`config.mk`:
```
export PLATFORM = sky130hd
export DESIGN_NAME = tmr_pair
export DESIGN_NICKNAME = d
export VERILOG_FILES = /design/src/rtl/tmr_pair_pkg.sv /design/src/rtl/tmr_pin_sync.sv /design/src/rtl/tmr_prescaler.sv /design/src/rtl/tmr_count_engine.sv /design/src/rtl/tmr_pair.sv
export SDC_FILE = /design/constraint.sdc
export NUM_CORES = 1
export LEC_CHECK = 0
export ABC_AREA = 1
export ABC_CLOCK_PERIOD_IN_PS = 2100
export BUFFER_PORTS_ARGS = -buffer_cell sky130_fd_sc_hd__buf_2
export CORE_UTILIZATION = 25
export DETAILED_ROUTE_END_ITERATION = 12
export MAX_ROUTING_LAYER = met4
export SLEW_MARGIN = 20
export SYNTH_ARGS = -nofsm -noshare
export SYNTH_HDL_FRONTEND = slang
export SYNTH_SLANG_ARGS = --single-unit
```
`constraint.sdc`:
```
create_clock -name clk -period 2.1 [get_ports clk]
set_clock_uncertainty 0.2 [all_clocks]
set_input_delay 0.21 -clock clk [delete_from_list [all_inputs] [get_ports clk]]
set_output_delay 0.21 -clock clk [all_outputs]
set_load 0.02 [all_outputs]
```
`src/rtl/tmr_pair_pkg.sv`:
```
package tmr_pair_pkg;

  typedef enum logic [1:0] {
    MODE_13B       = 2'd0,
    MODE_16B       = 2'd1,
    MODE_8B_RELOAD = 2'd2,
    MODE_SPLIT     = 2'd3
  } tmr_mode_e;

  // per-timer configuration nibble: {gate, source, mode}
  typedef struct packed {
    logic      gate;
    logic      ext_src;
    tmr_mode_e mode;
  } tmr_cfg_t;

  localparam int REG_A_LO  = 0;
  localparam int REG_A_HI  = 1;
  localparam int REG_B_LO  = 2;
  localparam int REG_B_HI  = 3;
  localparam int REG_MODE  = 4;
  localparam int REG_CTRL  = 5;
  localparam int REG_CKSEL = 6;

  localparam int CTRL_RUN_A  = 0;
  localparam int CTRL_FLAG_A = 1;
  localparam int CTRL_RUN_B  = 2;
  localparam int CTRL_FLAG_B = 3;

endpackage

```
`src/rtl/tmr_pin_sync.sv`:
```
module tmr_pin_sync #(
  parameter int STAGES    = 2,
  parameter bit EDGE_MODE = 1'b1
) (
  input  logic clk,
  input  logic rst,
  input  logic pin_in,
  output logic sig_out
);

  logic [STAGES:0] shreg;

  always_ff @(posedge clk) begin
    if (rst) shreg <= '0;
    else     shreg <= {shreg[STAGES-1:0], pin_in};
  end

  generate
    if (EDGE_MODE) begin : g_fall
      assign sig_out = shreg[STAGES] & ~shreg[STAGES-1];
    end else begin : g_level
      assign sig_out = shreg[STAGES-1];
    end
  endgenerate

endmodule

```
`src/rtl/tmr_prescaler.sv`:
```
module tmr_prescaler #(
  parameter int SLOW_DIV = 12,
  parameter int FAST_DIV = 4
) (
  input  logic clk,
  input  logic rst,
  input  logic fast,
  output logic tick
);

  localparam int CW = $clog2(SLOW_DIV);
  localparam logic [CW-1:0] LIM_SLOW = CW'(SLOW_DIV - 1);
  localparam logic [CW-1:0] LIM_FAST = CW'(FAST_DIV - 1);

  logic [CW-1:0] cnt;
  logic [CW-1:0] lim;

  assign lim  = fast ? LIM_FAST : LIM_SLOW;
  assign tick = (cnt >= lim);

  always_ff @(posedge clk) begin
    if (rst)       cnt <= '0;
    else if (tick) cnt <= '0;
    else           cnt <= cnt + 1'b1;
  end

endmodule

```
`src/rtl/tmr_count_engine.sv`:
```
module tmr_count_engine
  import tmr_pair_pkg::*;
#(
  parameter int W       = 8,
  parameter int M0_BITS = 5
) (
  input  logic         clk,
  input  logic         rst,
  input  tmr_mode_e    mode,
  input  logic         lo_inc,
  input  logic         hi_inc,
  input  logic         wr_lo,
  input  logic         wr_hi,
  input  logic [W-1:0] wr_data,
  output logic [W-1:0] lo,
  output logic [W-1:0] hi,
  output logic         wrap
);

  localparam logic [W-1:0]       ALL1    = '1;
  localparam logic [M0_BITS-1:0] M0_ALL1 = '1;

  logic [W-1:0] lo_n, hi_n;

  always_comb begin
    lo_n = lo;
    hi_n = hi;
    wrap = 1'b0;
    unique case (mode)
      MODE_13B: begin
        if (lo_inc) begin
          if (lo[M0_BITS-1:0] == M0_ALL1) begin
            lo_n[M0_BITS-1:0] = '0;
            hi_n = hi + 1'b1;
            wrap = (hi == ALL1);
          end else begin
            lo_n[M0_BITS-1:0] = lo[M0_BITS-1:0] + 1'b1;
          end
        end
      end
      MODE_16B: begin
        if (lo_inc) begin
          {hi_n, lo_n} = {hi, lo} + 1'b1;
          wrap = (lo == ALL1) && (hi == ALL1);
        end
      end
      MODE_8B_RELOAD: begin
        if (lo_inc) begin
          if (lo == ALL1) begin
            lo_n = hi;
            wrap = 1'b1;
          end else begin
            lo_n = lo + 1'b1;
          end
        end
      end
      MODE_SPLIT: begin
        if (lo_inc) begin
          lo_n = lo + 1'b1;
          wrap = (lo == ALL1);
        end
        if (hi_inc) hi_n = hi + 1'b1;
      end
    endcase
    if (wr_lo) lo_n = wr_data;
    if (wr_hi) hi_n = wr_data;
  end

  always_ff @(posedge clk) begin
    if (rst) begin
      lo <= '0;
      hi <= '0;
    end else begin
      lo <= lo_n;
      hi <= hi_n;
    end
  end

endmodule

```
`src/rtl/tmr_pair.sv`:
```
module tmr_pair
  import tmr_pair_pkg::*;
#(
  parameter int DATA_W      = 8,
  parameter int ADDR_W      = 3,
  parameter int PS_SLOW     = 12,
  parameter int PS_FAST     = 4,
  parameter int SYNC_STAGES = 2,
  parameter int M0_BITS     = 5,
  parameter int FAST_A_BIT  = 3,
  parameter int FAST_B_BIT  = 4
) (
  input  logic              clk,
  input  logic              rst,
  input  logic              wr_en,
  input  logic [ADDR_W-1:0] wr_addr,
  input  logic [DATA_W-1:0] wr_data,
  input  logic [ADDR_W-1:0] rd_addr,
  output logic [DATA_W-1:0] rd_data,
  input  logic              cnt_pin0,
  input  logic              cnt_pin1,
  input  logic              gate_pin0,
  input  logic              gate_pin1,
  output logic              ovf0_flag,
  output logic              ovf1_flag,
  output logic              baud_tick
);

  localparam int NT   = 2;
  localparam int NPIN = 2 * NT;
  localparam logic [ADDR_W-1:0] A_ALO  = ADDR_W'(REG_A_LO);
  localparam logic [ADDR_W-1:0] A_AHI  = ADDR_W'(REG_A_HI);
  localparam logic [ADDR_W-1:0] A_BLO  = ADDR_W'(REG_B_LO);
  localparam logic [ADDR_W-1:0] A_BHI  = ADDR_W'(REG_B_HI);
  localparam logic [ADDR_W-1:0] A_MODE = ADDR_W'(REG_MODE);
  localparam logic [ADDR_W-1:0] A_CTRL = ADDR_W'(REG_CTRL);
  localparam logic [ADDR_W-1:0] A_CKS  = ADDR_W'(REG_CKSEL);

  // synchronized pins: [1:0] count edges, [3:2] gate levels
  logic [NPIN-1:0] pin_raw, pin_syn;
  assign pin_raw = {gate_pin1, gate_pin0, cnt_pin1, cnt_pin0};

  genvar gi;
  generate
    for (gi = 0; gi < NPIN; gi++) begin : g_sync
      tmr_pin_sync #(
        .STAGES   (SYNC_STAGES),
        .EDGE_MODE(gi < NT)
      ) i_sync (
        .clk    (clk),
        .rst    (rst),
        .pin_in (pin_raw[gi]),
        .sig_out(pin_syn[gi])
      );
    end
  endgenerate

  // configuration and control state
  tmr_cfg_t        cfg [NT];
  logic [NT-1:0]   run, fast, ps_tick;
  logic            ctrl_wr, mode_wr, cks_wr;

  assign ctrl_wr = wr_en && (wr_addr == A_CTRL);
  assign mode_wr = wr_en && (wr_addr == A_MODE);
  assign cks_wr  = wr_en && (wr_addr == A_CKS);

  always_ff @(posedge clk) begin
    if (rst) begin
      cfg[0] <= '0;
      cfg[1] <= '0;
      run    <= '0;
      fast   <= '0;
    end else begin
      if (mode_wr) begin
        cfg[0] <= tmr_cfg_t'(wr_data[3:0]);
        cfg[1] <= tmr_cfg_t'(wr_data[7:4]);
      end
      if (ctrl_wr) begin
        run[0] <= wr_data[CTRL_RUN_A];
        run[1] <= wr_data[CTRL_RUN_B];
      end
      if (cks_wr) begin
        fast[0] <= wr_data[FAST_A_BIT];
        fast[1] <= wr_data[FAST_B_BIT];
      end
    end
  end

  generate
    for (gi = 0; gi < NT; gi++) begin : g_ps
      tmr_prescaler #(
        .SLOW_DIV(PS_SLOW),
        .FAST_DIV(PS_FAST)
      ) i_ps (
        .clk (clk),
        .rst (rst),
        .fast(fast[gi]),
        .tick(ps_tick[gi])
      );
    end
  endgenerate

  // count enables and split-mode steering
  logic          split;
  logic [NT-1:0] gate_ok, src_ev, lo_inc, wrap;
  logic          hi_a_inc, b_on, hi_a_wrap;

  assign split = (cfg[0].mode == MODE_SPLIT);

  generate
    for (gi = 0; gi < NT; gi++) begin : g_en
      assign gate_ok[gi] = ~cfg[gi].gate | pin_syn[NT + gi];
      assign src_ev[gi]  = cfg[gi].ext_src ? pin_syn[gi] : ps_tick[gi];
    end
  endgenerate

  assign b_on      = split ? 1'b1 : run[1];
  assign lo_inc[0] = run[0] & gate_ok[0] & src_ev[0];
  assign lo_inc[1] = b_on & (cfg[1].mode != MODE_SPLIT) & gate_ok[1] & src_ev[1];
  assign hi_a_inc  = split & run[1] & ps_tick[0];

  logic [DATA_W-1:0] a_lo, a_hi, b_lo, b_hi;

  tmr_count_engine #(.W(DATA_W), .M0_BITS(M0_BITS)) i_eng_a (
    .clk    (clk),
    .rst    (rst),
    .mode   (cfg[0].mode),
    .lo_inc (lo_inc[0]),
    .hi_inc (hi_a_inc),
    .wr_lo  (wr_en && (wr_addr == A_ALO)),
    .wr_hi  (wr_en && (wr_addr == A_AHI)),
    .wr_data(wr_data),
    .lo     (a_lo),
    .hi     (a_hi),
    .wrap   (wrap[0])
  );

  tmr_count_engine #(.W(DATA_W), .M0_BITS(M0_BITS)) i_eng_b (
    .clk    (clk),
    .rst    (rst),
    .mode   (cfg[1].mode),
    .lo_inc (lo_inc[1]),
    .hi_inc (1'b0),
    .wr_lo  (wr_en && (wr_addr == A_BLO)),
    .wr_hi  (wr_en && (wr_addr == A_BHI)),
    .wr_data(wr_data),
    .lo     (b_lo),
    .hi     (b_hi),
    .wrap   (wrap[1])
  );

  assign hi_a_wrap = hi_a_inc & (a_hi == '1);

  // flags and baud tick
  always_ff @(posedge clk) begin
    if (rst) begin
      ovf0_flag <= 1'b0;
      ovf1_flag <= 1'b0;
      baud_tick <= 1'b0;
    end else begin
      baud_tick <= wrap[1];
      if (ctrl_wr) begin
        ovf0_flag <= wr_data[CTRL_FLAG_A];
        ovf1_flag <= wr_data[CTRL_FLAG_B];
      end else begin
        if (wrap[0]) ovf0_flag <= 1'b1;
        if (split ? hi_a_wrap : wrap[1]) ovf1_flag <= 1'b1;
      end
    end
  end

  // registered read port
  logic [DATA_W-1:0] rd_mux;

  always_comb begin
    rd_mux = '0;
    unique case (rd_addr)
      A_ALO:  rd_mux = a_lo;
      A_AHI:  rd_mux = a_hi;
      A_BLO:  rd_mux = b_lo;
      A_BHI:  rd_mux = b_hi;
      A_MODE: rd_mux = DATA_W'({cfg[1], cfg[0]});
      A_CTRL: begin
        rd_mux[CTRL_RUN_A]  = run[0];
        rd_mux[CTRL_FLAG_A] = ovf0_flag;
        rd_mux[CTRL_RUN_B]  = run[1];
        rd_mux[CTRL_FLAG_B] = ovf1_flag;
      end
      A_CKS: begin
        rd_mux[FAST_A_BIT] = fast[0];
        rd_mux[FAST_B_BIT] = fast[1];
      end
      default: rd_mux = '0;
    endcase
  end

  always_ff @(posedge clk) begin
    if (rst) rd_data <= '0;
    else     rd_data <= rd_mux;
  end

endmodule

```
After elaboration in Yosys (flattened, before gate mapping)
Memory sizes are Yosys's and may differ from the RTL's.
Cells that the tools add are included.

word-level totals
  flip-flop bits (word level) = 65
  latch bits = 0
  memory bits (writable) = 8
  bits in read-only memories = 0
  output and inout bits = 11
  word-level logic and storage cells = 180
  memories = 1

operators by class
  $add $sub $neg = 10
  multipliers = 0
  div/mod/pow operators = 0
  order comparisons = 2
  equality and inequality tests = 40
  shift-type cells = 0
  mux-type cells = 64
  bitwise logic cells = 18
  reductions and logical operators = 27

memories
  memory  words  width  rd ports  clocked after memory_dff  wr ports  line            RTL
  cfg     2      4      2         0                         2         tmr_pair.sv:59  tmr_cfg_t cfg [NT];

operators with widths
  kind                                                                   number
  8-bit 2-to-1 mux                                                       19
  3-bit by 1-bit != test with 1-bit output, second input constant        15
  5-bit case mux with 4 select lines                                     2
  16-bit by 1-bit adder with 16-bit output, second input constant        2
  8-bit by 1-bit adder with 8-bit output, second input constant          4
  8-bit equality test, second input constant                             4
  1-bit 2-to-1 mux                                                       25
  8-bit case mux with 3 select lines                                     1
  5-bit 2-to-1 mux                                                       4
  4-bit AND reduction                                                    5
  3-bit equality test, second input constant                             6
  3-bit case mux with 3 select lines                                     2
  3-bit case mux with 6 select lines                                     1
  4-bit 2-to-1 mux                                                       4
  8-bit case mux with 2 select lines                                     1
  3-bit case mux with 5 select lines                                     1
  3-bit by 2-bit equality test with 1-bit output, second input constant  4
  4-bit nonzero test                                                     3
  5-bit by 1-bit adder with 5-bit output, second input constant          2
  1-bit bitwise AND                                                      10
  5-bit equality test, second input constant                             2
  1-bit logical AND                                                      9
  4-bit by 1-bit adder with 4-bit output, second input constant          2
  2-bit equality test, second input constant                             4
  15 further kinds                                                       29

Logic depth before layout (Yosys ltp)
Gate-level depths: netlist of the first run.
An unclocked memory read counts as a cell.

  word-level depth = 11
  depth in mapped cells = 13
  gate-level depth less buffers = 12

Hierarchy
Synthesis of the first run repeated with hierarchy kept, for this count alone.

second synthesis, totals
  cell total of the unflattened synthesis = 823
  area total of the unflattened synthesis = 5267.6 µm²

modules (own cells, without submodules)
  module                               times used  cells each  area each (µm²)  sequential area each (µm²)
  tmr_count_engine (i_eng_a)           1           267         1571.5           320.3
  tmr_count_engine (i_eng_b)           1           262         1567.8           320.3
  tmr_pair                             1           214         1451.4           540.5
  tmr_prescaler (g_ps[0].i_ps)         1           23          195.2            80.1
  tmr_prescaler (g_ps[1].i_ps)         1           23          186.4            80.1
  tmr_pin_sync (g_sync[0].i_sync ...)  2           11          92.6             60.1
  tmr_pin_sync (g_sync[2].i_sync ...)  2           6           55.1             40.0

Worst setup path after synthesis of the first run
No wires, ideal clock.

  path type = reg2reg
  from = register i_eng_b.lo[0]
  to = register i_eng_b.hi[5]
  setup time = 66 ps
  arrival time = 1638 ps
  required time = 1834 ps
  slack = 196 ps
  cell stages (with the launch flop) = 12
  clock period less this slack = 1904 ps
  cells stage by stage = dfxtp_1 > ha_1 > nand2_2 > nor2_4 > ha_1 > or2_4 > nand4_2 > nor2_2 > nand2_1 > nor2_1 > nor2_1 > nor2_1

between the ends
  cells in the longest elaborated chain, start to end = 4

ends and longest elaborated chain
  what                                      line                    RTL
  from (decl)                               tmr_count_engine.sv:15  output logic [W-1:0] lo,
  from (signal assigned)                    tmr_count_engine.sv:74  lo <= lo_n;
  16-bit by 1-bit adder with 16-bit output  tmr_count_engine.sv:43  {hi_n, lo_n} = {hi, lo} + 1'b1;
  8-bit 2-to-1 mux                          tmr_count_engine.sv:42  if (lo_inc) begin
  8-bit case mux with 2 select lines        tmr_count_engine.sv:29  unique case (mode)
  8-bit 2-to-1 mux                          tmr_count_engine.sv:66  if (wr_hi) hi_n = wr_data;
  to (signal assigned)                      tmr_count_engine.sv:75  hi <= hi_n;
  to (decl)                                 tmr_count_engine.sv:16  output logic [W-1:0] hi,

Parallel ways exist; a longest one is shown, timed or not. The select of a mux whose other input is x is not followed.
A chain may end at the register's enable or synchronous reset.

==> impl_metrics.csv, run 1 <==
group,metric,value,unit
cts,cts.clk_slew.worst_paths,0.06,ns
timing,min_period,1.98,ns
timing,hold_slack,0.0163,ns
logic_synthesis,synth_cells,753,
route,vias,5090,
logic_synthesis,synth-edff-count,8,
setup_path,r2r.worst_path.cells,11,
min_path,holdCritPathClass,"in2reg",
logic_synthesis,syn_avg_cell_area,6.51,um^2
finish,nets,855,
cts,cts_tree,"yes",
cts,clockBufferDepth,2,
finish,antenna_cells,0,
logic_synthesis,ys.flop_type,"dfxtp_1",
job,drv_cap,0,
floorplan,pin_count,32,
finish,fin_util,31.1,%
floorplan,std_cell_rows,50,
logic_synthesis,yosys_register_bits,73,
setup_path,crit_top_cell,"nand2_1",
route,viasPerCell,4.71,
timing,worst_pin_slew,0.505,ns
grt,grt-busiest-layer,"met2",
route,antenna_left,0,
cts,clock-root-buffer,"clkbuf_16",
timing,rsz0062_at_grt,"yes",
status,run_status,"completed",
logic_synthesis,yosysWarnings,0,
setup_path,cp_slowest_cell,"edfxtp_1",
grt,global_route.usage.met3,2.99,%
place,place_hpwl,12.0,mm
logic_synthesis,synth.net_count,793,
place,place_area,0.00552,mm^2
grt,met2_usage,23.7,%
timing,drv_slew,0,
grt,grt.total_usage,16.4,%
timing,fin_crit_sh,94.4,%
place,gp_congestion,0.929,
finish,nFillCells,2075,
floorplan,coreArea,0.0190,mm^2
route,drt-pass1-iter-count,5,
timing,setup_viol,0,
power_and_ir_drop,leakagePower,2.58,nW
logic_synthesis,async_reset_ff_share,0,%
grt,grt_first_pass_wirelength,24.3,mm
route,drtIter0Drc,439,
timing,slew_headroom,66.3,%
route,post_drt_wl_per_cell,14.3,um
route,drc_errors,0,
timing,max_freq,0.505,GHz
setup_path,worstPathMaxFanout,4,
finish,finalInstanceArea,0.00590,mm^2
logic_synthesis,synth_cell_type_count,40,
logic_synthesis,synth-seq-area-share,31.5,%
cts,cts.sinks,73,
floorplan,die_x,142,um
cts,clkLatencyLatePin,0.35,ns
cts,cts_max_level,3,
finish,layout_common_cells,"nand2_1 (184), inv_1 (90), nor2_1 (84)",
floorplan,die_y,142,um
place,port_buffers,31,
finish,drive_gt1_share,17.1,%
power_and_ir_drop,max-vdd-ir-drop,0.374,mV
power_and_ir_drop,pwr_density_cell,619,mW/mm^2
setup_path,cp-start-kind,"flip-flop",
grt,antenna_found_initial,0,
grt,grt_pass1_vias,4489,
floorplan,design.die.area,0.0202,mm^2
finish,final_common_cell,"nand2_1",
timing,finalHoldViolations,0,
grt,met1_usage,22.3,%
setup_path,crit_path_end_kind,"flip-flop",
setup_path,arrival,2.02,ns
setup_path,cp.required,2.14,ns
min_path,holdPathStages,3,
setup_path,cp_cell_sequence,"ha_1 -> inv_2 -> nand3_2 -> nor2_2 -> nand2_2 -> o21ai_1 -> nand2_1 -> nand2_1 -> nand2_1 -> nand3_1 -> nor2_1",
floorplan,floorplan.initialDensity,25.8,%
setup_path,crit_type,"reg2reg",
cts,cts_inserted_buffers,9,
grt,overflow,0,
route,wirelength,15.5,mm
grt,grt_max_degree,40,
logic_synthesis,syn-cell-area,0.00490,mm^2
setup_path,max_stage_delay,0.43,ns
finish,area.growth.synth_to_final,20.4,%
kinds of logic after synthesis:
kind of cell	count (synthesis)	synth area share (%)
fa+ha+maj	19	4.85
flops	73	31.5
xor+xnor	10	1.94
compound gates	135	15.5
buf+inv	120	9.68
simple gates	396	36.6
timing repair:
item / in CTS / in global routing
setup endpoints to repair: 0 / 22
resized for setup: 0 / 17
hold endpoints to repair: 5 / 0
buffers inserted: 0 / 1
hold buffers: 5 / 0
final timing paths:
kind	slack [ns]	end	from
min reg2reg	0.20	g_sync[1].i_sync.shreg[1]$_SDFF_PP0_	g_sync[1].i_sync.shreg[0]$_SDFF_PP0_
max	0.12	i_eng_b.lo[6]$_SDFFE_PP0P_	cfg[0][5]$_SDFFCE_PN0P_
min	0.02	i_eng_b.hi[4]$_SDFFE_PP0P_	wr_data[4]
max reg2reg	0.12	i_eng_b.lo[6]$_SDFFE_PP0P_	cfg[0][5]$_SDFFCE_PN0P_
power by group:
part	total [W]	switching (W)	internal (W)
clock	0.00147	0.000632	0.000833
combinational	0.000648	0.000422	0.000226
sequential	0.00153	0.0000540	0.00148
total	0.00365	0.00111	0.00254
worst max-delay path, delay by kind of cell (launching register included):
family,cells,cell delay [ns]
AOI/OAI and AO/OA,1,0.10
adders and majority gates,1,0.26
buffers and inverters,1,0.11
DFF,1,0.43
and+or+nand+nor,8,0.77
synthesized netlist by cell type, types with 2 or more instances:
cell      number  area (um^2)
dfxtp_1       65         1300
buf_2          7         35.0
o22ai_1        5         31.3
nor2_2         8         50.1
inv_2         11         41.3
o211ai_1       2         15.0
nand3_1       69          345
nand2_2        6         37.5
nor2_1        85          319
nand3_2        3         30.0
clkbuf_1       5         18.8
a21oi_1       45          225
buf_4          2         15.0
nand2_4        4         45.0
o21a_1         3         22.5
a221oi_1       3         26.3
nand4_1       10         62.6
nand2_1      186          698
a21oi_2        6         52.6
a211oi_1       2         15.0
o21ai_0       44          220
edfxtp_1       8          240
o21ai_1        9         45.0
inv_1         93          349
nor3_1        12         60.1
xor2_1         9         78.8
nor2_4         7         78.8
nand3b_1       2         15.0
ha_1          19          238
a31oi_1       13         81.3
sequential cells by signal, summed over array words and instances (netlist names), 2 cells and up:
register             cells
cfg                      8
fast                     2
g_ps.i_ps.cnt            8
g_sync.i_sync.shreg     10
i_eng_a.hi               8
i_eng_a.lo               8
i_eng_b.hi               8
i_eng_b.lo               8
rd_data                  8
run                      2
area by class of cell:
| cell class | count | area, um^2 | area share (%) |
|---|---|---|---|
| inverter | 105 | 394 | 6.68 |
| multi-input combinational | 560 | 2930 | 49.6 |
| tap | 260 | 325 | 5.52 |
| clock buffer | 10 | 239 | 4.05 |
| clock inverter | 6 | 40.0 | 0.679 |
| timing repair buffer | 66 | 430 | 7.30 |
| sequential | 73 | 1540 | 26.2 |
stage by stage:
| step | setup slack (ns) | instances | power [W] | setup TNS [ns] |
|---|---|---|---|---|
| final | 0.119 | 1080 | 0.00365 | 0 |
| after global routing | -0.0130 | 1080 | 0.00381 | -0.0306 |
| after CTS | 0.0132 | 1079 | 0.00367 | 0 |
| after detailed placement | 0.0299 | 1058 | 0.00218 | 0 |
| after global placement | 0.0573 | 1058 | 0.00218 | 0 |
| after floorplan | 0.196 | 753 | 0.00196 | 0 |
routing by layer:
layer / share of wire (%) / vias to the layer above
li1: - / 2588
met1: 48 / 2299
met2: 43 / 175
met3: 6.3 / 28
met4: 2.9 / 0
met5: 0 / -
No activity file was read; power rests on OpenSTA's default activity.
==> inputs of run 2 (changes only) <==
--- a/config.mk
+++ b/config.mk
@@ -11,6 +11,7 @@
 export CORE_UTILIZATION = 25
 export DETAILED_ROUTE_END_ITERATION = 12
 export MAX_ROUTING_LAYER = met4
+export PLACE_DENSITY_LB_ADDON = 0.2
 export SLEW_MARGIN = 20
 export SYNTH_ARGS = -nofsm -noshare
 export SYNTH_HDL_FRONTEND = slang
==> run 2 against run 1 <==
Compared with the run above: fmax rose by 0.78%; highest routed layer unchanged; core utilization rose by 0.47 points; via count fell by 0.20%; power rose by 4.4%; die area did not move; non-clock buffer count rose by 8; first-iteration DRC count rose by 8.4%; critical endpoint is now i_eng_b.lo[1]$_SDFFE_PP0P_; final area rose by 1.5%.
==> impl_metrics.csv, run 2 (synthesized netlist as in run 1, its figures left out) <==
group,metric,value,unit
place,post-place-ws,0.0303,ns
finish,regMostFlops,"g_sync.i_sync.shreg",
min_path,holdPathStages,3,
route,viasPerCell,4.67,
place,port_buffers,31,
timing,worst_slack,0.134,ns
setup_path,crit_top_cell,"nand2_1",
floorplan,floorplan.initialDensity,25.8,%
finish,final_cell_count_no_fill,1088,
finish,layout_common_cells,"nand2_1 (183), inv_1 (92), nor2_1 (84)",
power_and_ir_drop,max-vdd-ir-drop,0.372,mV
route,post_drt_wl_per_cell,15.6,um
timing,setup_viol,0,
setup_path,crit_type,"reg2reg",
cts,cts.sinks,73,
setup_path,cp_slowest_cell,"dfxtp_1",
cts,cts.clk_slew.worst_paths,0.06,ns
timing,max_freq,0.509,GHz
route,drtIter0Drc,476,
cts,clkLatencyLatePin,0.35,ns
route,drc_errors,0,
floorplan,die_x,142,um
setup_path,cp.required,2.18,ns
power_and_ir_drop,pwr_density_cell,636,mW/mm^2
timing,slew_headroom,65.5,%
setup_path,max_stage_delay,0.32,ns
power_and_ir_drop,leakagePower,2.62,nW
setup_path,worstPathMaxFanout,4,
finish,nFillCells,2120,
min_path,holdCritPathClass,"in2reg",
floorplan,die_y,142,um
place,place_hpwl,13.2,mm
floorplan,pin_count,32,
timing,rsz0062_at_grt,"yes",
finish,final_common_cell,"nand2_1",
route,antenna_left,0,
floorplan,std_cell_rows,50,
cts,post_cts_buffers,0,
min_path,worstHoldStart,"wr_data[6]",
setup_path,reg2reg_from,"i_eng_b.lo[0]$_SDFFE_PP0P_",
grt,grt_pass1_vias,4729,
grt,grt_first_pass_wirelength,26.6,mm
timing,setup_tns,0,ns
status,run_status,"completed",
grt,overflow,0,
setup_path,r2r.worst_path.cells,12,
finish,nets,863,
grt,antenna_found_initial,0,
timing,finalHoldViolations,0,
route,wirelength,17.0,mm
finish,antenna_cells,0,
route,vias,5080,
route,drt-pass1-iter-count,5,
cts,clock-root-buffer,"clkbuf_16",
floorplan,design.die.area,0.0202,mm^2
cts,cts_inserted_buffers,9,
timing,drv_slew,0,
place,gp_congestion,0.875,
finish,drive_gt1_share,17.6,%
cts,cts_tree,"yes",
timing,min_period,1.97,ns
setup_path,cp-start-kind,"flip-flop",
place,dp.cells,1067,
cts,cts_max_level,3,
setup_path,r2r_setup_slack,0.13,ns
setup_path,cp_cell_sequence,"ha_2 -> nand2_2 -> nor2_4 -> ha_1 -> or2_4 -> inv_1 -> nand2_1 -> nand2_1 -> a31oi_1 -> nand2_1 -> o21ai_0 -> a21oi_1",
setup_path,crit_path_end_kind,"flip-flop",
timing,hold_slack,0.00288,ns
cts,clockBufferDepth,2,
min_path,whs_endpoint,"i_eng_a.lo[6]$_SDFFE_PP0P_",
grt,grt_max_degree,40,
job,drv_cap,0,
timing,fin_crit_sh,93.6,%
floorplan,coreArea,0.0190,mm^2
grt,grt.total_usage,18.1,%
timing,worst_pin_slew,0.518,ns
setup_path,r2r_end,"i_eng_b.lo[1]$_SDFFE_PP0P_",
finish,largest_reg_flops,10,
setup_path,arrival,2.05,ns
finish,area.growth.synth_to_final,22.2,%
==> run 2: cell types whose count changed in the layout (fill, tap and decap cells not counted), moves of 2 or more <==
cell,delta
inv_1,+2
inv_2,-2
clkinv_2,-3
buf_4,+7
clkinv_4,+2
==> run 2: final cells by class <==
class / instances / area, um^2 / area share, %
sequential: 73 / 1540 / 25.8
tap: 260 / 325 / 5.43
timing repair buffer: 74 / 494 / 8.25
clock inverter: 7 / 76.3 / 1.27
inverter: 105 / 394 / 6.58
multi-input combinational: 560 / 2930 / 48.9
clock buffer: 9 / 225 / 3.76
==> run 2: metrics by stage <==
step / total power, W / utilization (%) / instance area [um^2]
final: 0.00381 / 31.6 / 5990
after CTS: 0.00383 / 31.3 / 5940
after global placement: 0.00222 / 29.5 / 5580
after detailed placement: 0.00221 / 29.5 / 5580
after floorplan: 0.00196 / - / 4900
after global routing: 0.00399 / 31.6 / 5990
==> run 2: per-layer routing <==
layer | wire length, um | GRT usage [%] | vias up | part of all wire (%)
li1 | - | - | 2596 | -
met1 | 8610 | 25.9 | 2326 | 51
met2 | 7190 | 26.5 | 141 | 42
met3 | 933 | 2.36 | 17 | 5.5
met4 | 233 | 4.98 | 0 | 1.4
met5 | 0 | - | - | 0
==> run 2: worst max path at each step <==
stage	startpoint	end	slack [ns]
floorplan	i_eng_b.lo[0]$_SDFFE_PP0P_	i_eng_b.hi[5]$_SDFFE_PP0P_	0.20
global placement	g_ps[0].i_ps.cnt[3]$_SDFF_PP0_	i_eng_a.hi[0]$_SDFFE_PP0P_	0.07
detailed placement	g_ps[0].i_ps.cnt[3]$_SDFF_PP0_	i_eng_a.hi[0]$_SDFFE_PP0P_	0.03
CTS	g_ps[0].i_ps.cnt[3]$_SDFF_PP0_	i_eng_a.hi[0]$_SDFFE_PP0P_	0.008
global route	cfg[0][4]$_SDFFCE_PN0P_	i_eng_b.lo[3]$_SDFFE_PP0P_	-0.003
finish	i_eng_b.lo[0]$_SDFFE_PP0P_	i_eng_b.lo[1]$_SDFFE_PP0P_	0.13
==> run 2: critical path: cells and delay by family, from the launching register on <==
kind            cells  cell delay [ns]
fa+ha+maj           2             0.38
buf+inv             1             0.14
flops               1             0.32
compound gates      3             0.24
simple gates        6             0.61
==> run 2: what timing repair did <==
action	in CTS	in global routing
hold endpoints to repair	5	0
gates resized for setup	0	18
hold buffers	5	0
setup endpoints to repair	0	26
==> run 2: power by group <==
group          internal [W]  total (W)  leakage (nW)  switching (W)
Combinational      0.000234   0.000672          1.87       0.000438
Clock              0.000929    0.00160         0.144       0.000673
Sequential          0.00148    0.00153         0.608      0.0000543
Total               0.00264    0.00381          2.62        0.00117
